===== config.mk =====
export PLATFORM = sky130hd
export DESIGN_NAME = dxf_xlate
export DESIGN_NICKNAME = d
export VERILOG_FILES = /design/src/rtl/dxf_pkg.sv /design/src/rtl/dxf_xlate.sv
export SDC_FILE = /design/constraint.sdc
export NUM_CORES = 1
export LEC_CHECK = 0
export ABC_CLOCK_PERIOD_IN_PS = 2100
export BUFFER_PORTS_ARGS = -buffer_cell sky130_fd_sc_hd__buf_2
export CAP_MARGIN = 0
export CORE_AREA = 2 2 74 76
export DETAILED_ROUTE_END_ITERATION = 7
export DIE_AREA = 0 0 76 78
export GPL_TIMING_DRIVEN = 0
export PLACE_DENSITY_LB_ADDON = 0.2
export SYNTH_ARGS = -nofsm -noshare
export SYNTH_HDL_FRONTEND = slang
export SYNTH_SLANG_ARGS = --single-unit

===== constraint.sdc =====
create_clock -name vclk -period 2.1
set_input_delay 0.21 -clock vclk [all_inputs]
set_output_delay 0.21 -clock vclk [all_outputs]
set_load 0.01 [all_outputs]

===== src/rtl/dxf_pkg.sv =====
package dxf_pkg;
  localparam int VA_W = 64;
  localparam int PA_W = 44;
  localparam int FC_W = 7;
  localparam int ST_W = 6;

  localparam logic [1:0] MODE_KERN = 2'd0;

  // fault code bit positions
  localparam int FC_ALIGN = 0;
  localparam int FC_ACV   = 1;
  localparam int FC_TRAP  = 2;
  localparam int FC_PMISS = 3;
  localparam int FC_NMISS = 4;
  localparam int FC_MCHK  = 5;
  localparam int FC_UNIMP = 6;

  // status bit positions
  localparam int ST_MISS  = 0;
  localparam int ST_BADVA = 1;
  localparam int ST_RTRAP = 2;
  localparam int ST_WTRAP = 3;
  localparam int ST_ACV   = 4;
  localparam int ST_WR    = 5;

  // direct window and uncached space geometry
  localparam int       SP_HI     = 47;
  localparam int       SP_LO     = 41;
  localparam logic [6:0] SP_TAG  = 7'h7E;
  localparam int       CANON_LO  = 42;
  localparam int       SIGNX_BIT = 40;
  localparam int       UNC_BIT   = 43;
  localparam int       CLR_HI    = 42;
  localparam int       CLR_LO    = 35;
  localparam int       REG_LO    = 36;

  function automatic logic misaligned(logic [3:0] va_lo, logic [3:0] size);
    return |(va_lo & (size - 4'd1));
  endfunction

  function automatic logic va_canonical(logic [VA_W-1:0] va);
    return (&va[VA_W-1:CANON_LO]) | ~(|va[VA_W-1:CANON_LO]);
  endfunction

  function automatic logic in_window(logic [VA_W-1:0] va);
    return va[SP_HI:SP_LO] == SP_TAG;
  endfunction

  function automatic logic [VA_W-1:0] window_pa(logic [VA_W-1:0] va);
    logic [VA_W-1:0] p;
    p = '0;
    p[PA_W-1:0] = va[PA_W-1:0];
    if (p[SIGNX_BIT]) p[PA_W-1:SIGNX_BIT] = '1;
    else              p[PA_W-1:SIGNX_BIT] = '0;
    return p;
  endfunction

  function automatic logic [VA_W-1:0] page_pa(logic [VA_W-1:0] ppn64,
                                               logic [VA_W-1:0] va,
                                               int shift);
    logic [VA_W-1:0] off_mask;
    off_mask = (64'd1 << shift) - 64'd1;
    return (ppn64 << shift) + (va & off_mask);
  endfunction

  function automatic logic [PA_W-1:0] strip_uncached(logic [PA_W-1:0] pa);
    logic [PA_W-1:0] q;
    q = pa;
    q[CLR_HI:CLR_LO] = '0;
    return q;
  endfunction
endpackage


===== src/rtl/dxf_xlate.sv =====
module dxf_xlate #(
  parameter int PPN_W      = 32,
  parameter int PAGE_SHIFT = 13
) (
  input  logic [63:0]          va,
  input  logic                 write,
  input  logic                 phys,
  input  logic                 vpte,
  input  logic [1:0]           eff_mode,
  input  logic                 hit,
  input  logic [PPN_W-1:0]     ppn,
  input  logic [3:0]           rd_en,
  input  logic [3:0]           wr_en,
  input  logic                 rd_trap,
  input  logic                 wr_trap,
  output logic [63:0]          path_pa,
  output logic [6:0]           path_code,
  output logic [5:0]           path_stat,
  output logic                 ev_window,
  output logic                 ev_lookup
);
  import dxf_pkg::*;

  localparam int PAD_W = VA_W - PPN_W;

  logic [VA_W-1:0] ppn64;
  logic            mode_rd_ok;
  logic            mode_wr_ok;

  assign ppn64      = {{PAD_W{1'b0}}, ppn};
  assign mode_rd_ok = rd_en[eff_mode];
  assign mode_wr_ok = wr_en[eff_mode];

  always_comb begin
    path_pa   = va;
    path_code = '0;
    path_stat = '0;
    ev_window = 1'b0;
    ev_lookup = 1'b0;
    if (!phys) begin
      if (!va_canonical(va)) begin
        path_code[FC_ACV]  = 1'b1;
        path_stat[ST_WR]   = write;
        path_stat[ST_ACV]  = 1'b1;
        path_stat[ST_BADVA] = 1'b1;
      end else if (in_window(va)) begin
        ev_window = 1'b1;
        if (eff_mode != MODE_KERN) begin
          path_code[FC_ACV] = 1'b1;
          path_stat[ST_WR]  = write;
          path_stat[ST_ACV] = 1'b1;
        end else begin
          path_pa = window_pa(va);
        end
      end else begin
        ev_lookup = 1'b1;
        if (!hit) begin
          if (vpte) path_code[FC_PMISS] = 1'b1;
          else      path_code[FC_NMISS] = 1'b1;
          path_stat[ST_WR]   = write;
          path_stat[ST_MISS] = 1'b1;
        end else begin
          path_pa = page_pa(ppn64, va, PAGE_SHIFT);
          if (write) begin
            if (!mode_wr_ok) begin
              path_code[FC_ACV]   = 1'b1;
              path_stat[ST_WR]    = 1'b1;
              path_stat[ST_ACV]   = 1'b1;
              path_stat[ST_WTRAP] = wr_trap;
            end else if (wr_trap) begin
              path_code[FC_TRAP]  = 1'b1;
              path_stat[ST_WR]    = 1'b1;
              path_stat[ST_WTRAP] = 1'b1;
            end
          end else begin
            if (!mode_rd_ok) begin
              path_code[FC_ACV]   = 1'b1;
              path_stat[ST_ACV]   = 1'b1;
              path_stat[ST_RTRAP] = rd_trap;
            end else if (rd_trap) begin
              path_code[FC_TRAP]  = 1'b1;
              path_stat[ST_RTRAP] = 1'b1;
            end
          end
        end
      end
    end
  end
endmodule


-- After elaboration in Yosys (flattened, before gate mapping)
Cells that the tools add are included.
- output and inout bits: 79
- input port bits: 112
- bits in registers: 0
- logic and storage cells: 60
- reductions and logical operators: 3
- bitwise gates (word level): 2
- $lt $le $gt $ge: 1
- muxes and demuxes: 52
- add/sub/neg operators: 1
- equal/unequal tests: 1
- operators by type and width (kind ; number):
    $mux 64 ; 5
    $add 45x13->46 ; 1
    $mux 1 ; 31
    $reduce_and 22->1 ; 1
    $reduce_or 22->1 ; 1
    $mux 2 ; 8
    $mux 3 ; 3
    $mux 4 ; 2
    $eq 7x7->1 const B ; 1
    $mux 6 ; 1
    $bmux 1 s2 ; 2
    $lt 2x3->1 const B ; 1
    $reduce_bool 2->1 ; 1
    $not 1->1 ; 1
    $or 1x1->1 ; 1

-- Logic depth before layout (Yosys ltp)
Gate-level depths: netlist of the first run.
- depth after elaboration: 8
- mapped depth: 7

-- Worst setup path before layout of the first run
No wires, ideal clock.
- path type: input to output
- from: input va[43]
- to: output path_pa[14]
- arrival: 1804 ps
- stages on the path: 6
- path slack: 86 ps
- data required time: 1890 ps
- path through: or4_1 -> nor3_2 -> nand3b_2 -> a21oi_4 -> buf_6 -> mux2_2
- cells in the longest elaborated chain, start to end: 5
- ends and longest elaborated chain (element ; line ; source):
    start, declared ; dxf_xlate.sv:5 ; input logic [63:0] va,
    $reduce_or 22->1 ; dxf_pkg.sv:42 ; return (&va[VA_W-1:CANON_LO]) | ~(|va[VA_W-1:CANON_LO]);
    $not 1->1 ; dxf_pkg.sv:42 ;
    $or 1x1->1 ; dxf_pkg.sv:42 ;
    $mux 64 (*) ; dxf_xlate.sv:41 ; if (!va_canonical(va)) begin
    $mux 64 (*) ; dxf_xlate.sv:40 ; if (!phys) begin
    end, declared ; dxf_xlate.sv:16 ; output logic [63:0] path_pa,
Mark *: on every way between the ends. The rest lies on a longest branch, timed or not.

-- Worst setup path after layout of the first run
- from: input va[46]
- to: output path_pa[22]
The elaborated chain is that of the path after synthesis.

==> flow_metrics.py, run 1 <==
metrics = {
    "drt": {
        "dr.max_layer_used": "met4",
        "wl_met1_um": 2170,
        "wl_met2_um": 3230,
        "via_per_inst": 4.51,
        "wl_met3_um": 517,
        "firstDrtPassIters": 5,
        "wire_per_inst_um": 15.0,
        "num_vias": 1814,
        "drt_iter0_drc": 37,
        "wl_um": 6020,
        "drc": 0,
        "ant_nets": 0,
    },
    "timing": {
        "rsz0062_at_grt": "true",
        "final.setup.worst_slack_ns": -0.133,
        "clock.fmax_ghz": 0.448,
        "hold_viol_final": 0,
        "final-max-slew-violation-count": 0,
        "finalSetupViolations": 52,
        "min_period_ns": 2.23,
        "fin_hold_ws_ns": 0.604,
        "final.period_utilization_pct": 106,
    },
    "floorplan": {
        "die_x_um": 76,
        "die_area_um2": 5930,
        "num_rows": 26,
        "core_um2": 5040,
        "start_util_pct": 21.4,
        "die_h_um": 78,
        "io_pins": 191,
    },
    "cells_and_area": {
        "area_growth_syn_to_layout_pct": 138,
        "num-clock-buffers": 0,
        "layout.nets": 446,
        "n_fill_cell": 482,
        "seq_cells": 0,
        "final_cells": 402,
        "num_antenna_cells": 0,
        "drive_above_1_share_pct": 76.8,
        "seqCellArea_um2": 0,
        "multiInputGateArea_um2": 1050,
    },
    "power": {
        "p_sw_uw": 159,
        "switching_share_pct": 40.8,
        "p_per_area_nw_per_um2": 151,
        "p_int_uw": 230,
        "clkPwrFrac_pct": 0,
        "ir_drop_v": 0.0000849,
        "leakagePower_uw": 0.00142,
        "seqPwrFrac_pct": 0,
        "share_comb_of_total_power_pct": 100.0,
    },
    "synthesis": {
        "ys_types": 39,
        "synth_top_area_share_pct": 28.2,
        "syn-mean-instance-area_um2": 7.82,
        "yosys.area_share.simple_pct": 34.6,
        "yosys-top-cells-area": "mux2_2 (28%), buf_4 (13%), nor2b_1 (12%)",
        "synth_top_area_cell": "mux2_2",
        "synth_xor_xnor_area_share_pct": 0,
        "synthAdderAreaFrac_pct": 0,
        "synth_most_common_cell": "mux2_2",
        "seq_area_frac_synth_pct": 0,
        "synth-compound-area-share_pct": 14.1,
        "postSynthCellCount": 138,
        "synth_top_family_by_area": "simple AND/OR/NAND/NOR gates",
        "yosys_warnings": 0,
        "synth.area.mux_share_pct": 33.4,
        "synthTopCellsByCount": "mux2_2 (27), nor2b_1 (20), buf_4 (18), nand2_1 (8), nor2_1 (7)",
        "synth_area_um2": 1080,
    },
    "worst_setup_path": {
        "crit_path_start_kind": "input pin",
        "crit_buf_inv": 4,
        "cp-end-kind": "output port",
        "max_stage_delay_ns": 0.53,
        "cpMostUsedCell": "buf_6",
        "critPathTopFamily": "simple AND/OR/NAND/NOR gates",
        "path_cells": "buf_6 > or4_4 > nor3_4 > nand3b_4 > a21oi_4 > buf_12 > buf_8 > mux2_4 > buf_6",
        "crit_type": "in2out",
        "critPathArrivalTime_ns": 2.02,
        "crit_fanout": 6,
        "worst_ep_required_time_ns": 1.89,
        "slowest_stage": "or4_4",
    },
    "global_routing": {
        "grt_max_degree": 11,
        "grt.overflow.total": 0,
        "track_usage_pct": 18.1,
        "antenna_found_initial": 0,
        "grt_pass1_wl_um": 8930,
        "first_global_vias": 1860,
    },
    "worst_hold_path": {
        "hold_path_class": "in2out",
    },
    "job": {
        "maxCapViolCount": 0,
    },
    "run_status": {
        "violations": "setup timing",
        "status": "finished with violations",
    },
    "placement": {
        "gp_congestion": 0.720,
        "portBuffers": 175,
        "hpwl_um": 4360,
        "place_ws_ns": -0.270,
        "dpl.cell_count": 385,
    },
    "clock_tree": {
        "holdBufCountCts": 0,
    },
}
[metrics by stage]
stage               setup TNS (ns)  power, µW  cell area, µm²  util (%)
finish                       -4.71        388            2560      50.9
global route                 -7.79        416            2560      50.9
CTS                          -5.13        379            2500      49.5
detailed placement           -8.93        317            2050      40.7
global placement             -9.40        314            2050      40.7
floorplan                        0        140            1090         -
[worst paths after layout]
check  slack (ns)          end   start  depth (start not counted)
max         -0.13  path_pa[22]  va[46]                          9
min          0.60   path_pa[3]   va[3]                          2
[power groups by stage]
stage	logic [µW]	registers, µW	clock network [µW]
after floorplan	140	0	0
after global placement	314	0	0
after detailed placement	317	0	0
after CTS	379	0	0
after global routing	416	0	0
final	388	0	0
[kinds of logic (layout without fill, tap and decap cells)]
family,after synthesis,count (layout)
other,1,3
buffers and inverters,26,217
and+or+nand+nor,62,63
muxes,30,30
AOI/OAI and AO/OA,19,19
[timing repair]
action	in CTS	in global routing
buffers inserted	10	4
pin swaps	6	5
setup endpoints to repair	48	58
resized for setup	74	12
gates cloned	3	3
[cells in the final DEF, fill, tap and decap left out, types with 3 or more instances in the layout]
cell type  netlist  layout
nor2b_1         20      20
inv_1            3       3
buf_4           18      27
conb_1           1       3
buf_8            0       5
nand4_1          5       5
buf_6            3      34
nand2_1          8       8
mux2_4           0      27
nor3_1           3       3
nor2_1           7       7
a31oi_1          3       3
nor4_1           5       4
o21ai_0          3       3
buf_2            1     147
[cell type report]
class,count,share of cell area [%]
Timing Repair Buffer,192,47.9
Tap cell,70,3.41
Inverter,3,0.439
Buffer,22,7.37
Multi-Input combinational cell,115,40.9
[routing by layer]
| metal | up-vias | global-route usage (%) |
|---|---|---|
| met3 | 8 | 3.14 |
| met5 | - | 0 |
| met2 | 122 | 38.3 |
| met1 | 808 | 18.5 |
| met4 | 0 | 2.73 |
| li1 | 876 | - |
Power figures use the tool's default switching activity.
==> run 2: changes to the inputs <==
--- a/config.mk
+++ b/config.mk
@@ -14,3 +14,3 @@
 export GPL_TIMING_DRIVEN = 0
-export PLACE_DENSITY_LB_ADDON = 0.2
+export PLACE_DENSITY = 0.73
 export SYNTH_ARGS = -nofsm -noshare
==> constraint.sdc (replaced) <==
create_clock -name vclk -period 2.1
set_input_delay 0.105 -clock vclk [all_inputs]
set_output_delay 0.105 -clock vclk [all_outputs]
set_load 0.01 [all_outputs]
==> run 2 against run 1 <==
- the flow now finishes without violations
- utilization shrank 1.8 points
- combinational power down 2%
- clock-buffer cell count did not move
- largest cell class unchanged
- largest power group unchanged
==> flow_metrics.py, run 2 (same netlist as run 1, synthesis figures left out) <==
metrics = {
    "cells_and_area": {
        "drive_above_1_share_pct": 76.0,
        "utilization_pct": 49.0,
        "seq_cells": 0,
        "num-clock-buffers": 0,
        "seqCellArea_um2": 0,
        "multiInputGateArea_um2": 1030,
        "layout.nets": 439,
        "layout_commonest_cell": "buf_2",
        "num_antenna_cells": 0,
        "layout_common_cells": "buf_2 (146), buf_6 (30), mux2_4 (27)",
        "area_growth_syn_to_layout_pct": 129,
        "n_fill_cell": 494,
        "fin_area_um2": 2470,
        "final_cells": 395,
    },
    "drt": {
        "num_vias": 1783,
        "wire_per_inst_um": 13.7,
        "firstDrtPassIters": 4,
        "wl_um": 5420,
        "drc": 0,
        "ant_nets": 0,
        "drt_iter0_drc": 49,
        "via_per_inst": 4.51,
    },
    "floorplan": {
        "die_h_um": 78,
        "die_area_um2": 5930,
        "num_rows": 26,
        "core_um2": 5040,
        "die_x_um": 76,
        "start_util_pct": 21.4,
        "io_pins": 191,
    },
    "worst_setup_path": {
        "crit_fanout": 5,
        "critPathArrivalTime_ns": 1.95,
        "crit_path_start_kind": "input pin",
        "worst_ep_required_time_ns": 2.00,
        "critPathLaunch": "va[46]",
        "cp-end-kind": "output port",
        "cp-endpoint": "path_pa[16]",
        "crit_type": "in2out",
    },
    "global_routing": {
        "grt_pass1_wl_um": 8390,
        "first_global_vias": 1854,
        "grt_max_degree": 11,
        "antenna_found_initial": 0,
        "track_usage_pct": 16.8,
        "grt.overflow.total": 0,
    },
    "timing": {
        "finalSetupViolations": 0,
        "final.period_utilization_pct": 97.7,
        "final-max-slew-violation-count": 0,
        "fin_hold_ws_ns": 0.393,
        "hold_viol_final": 0,
        "min_period_ns": 2.05,
        "rsz0062_at_grt": "false",
        "clock.fmax_ghz": 0.488,
    },
    "worst_hold_path": {
        "hold_path_class": "in2out",
    },
    "job": {
        "maxCapViolCount": 0,
    },
    "placement": {
        "hpwl_um": 4160,
        "gp_congestion": 0.800,
        "portBuffers": 175,
        "dpl.cell_count": 385,
        "place_area_um2": 2050,
    },
    "power": {
        "leakagePower_uw": 0.00136,
        "p_per_area_nw_per_um2": 154,
        "ir_drop_v": 0.0000929,
    },
    "run_status": {
        "status": "finished, final reports clean",
    },
    "clock_tree": {
        "holdBufCountCts": 0,
    },
}
run 2: layout make-up:
type | instances | share of cell area [%]
well taps | 70 | 3.54
inverters | 3 | 0.455
plain buffers | 22 | 7.29
repair buffers | 186 | 47.2
multi-input cells | 114 | 41.5
run 2: critical path, cell delays in order:
cell      delay (ns)
buf_6           0.10
or4_4           0.54
nor3_4          0.19
nand3b_4        0.12
a21oi_4         0.18
buf_12          0.15
buf_8           0.12
mux2_4          0.31
buf_6           0.12
run 2: how the worst min path moves through the flow:
stage	start	to	slack [ns]	depth (start not counted)
2_1_floorplan	hit	path_code[4]	0.24	1
3_5_place_dp	va[2]	path_pa[2]	0.39	2
5_1_grt	va[7]	path_pa[7]	0.40	2
3_3_place_gp	va[2]	path_pa[2]	0.39	2
6_report	va[3]	path_pa[3]	0.39	2
4_1_cts	va[2]	path_pa[2]	0.39	2
run 2: layer usage:
metal  routed length, µm  vias up  track usage, %
met4                  60        0            2.36
li1                    -      863               -
met2                2880      113            34.2
met1                2060      801            19.1
met5                   0        -               0
met3                 420        6            1.86
run 2: through the flow:
step | setup TNS (ns) | power [µW] | setup slack [ns]
2_1_floorplan | 0 | 140 | 0.296
3_3_place_gp | -2.51 | 310 | -0.119
3_5_place_dp | -2.44 | 316 | -0.109
4_1_cts | -0.350 | 377 | -0.0265
5_1_grt | 0 | 410 | 0.00156
6_report | 0 | 380 | 0.0489
run 2: repair_timing:
item                                    in CTS  in global routing
resized for setup                           67                  2
pin swaps                                    5                  4
endpoints found under the setup margin      28                 38
buffers inserted                             7                  2
hold endpoints to repair                     0                  0
gates cloned                                 2                  0
run 2: power breakdown:
part	switching (µW)	internal, µW	total, µW
logic	153	227	380
registers	0	0	0
clock network	0	0	0
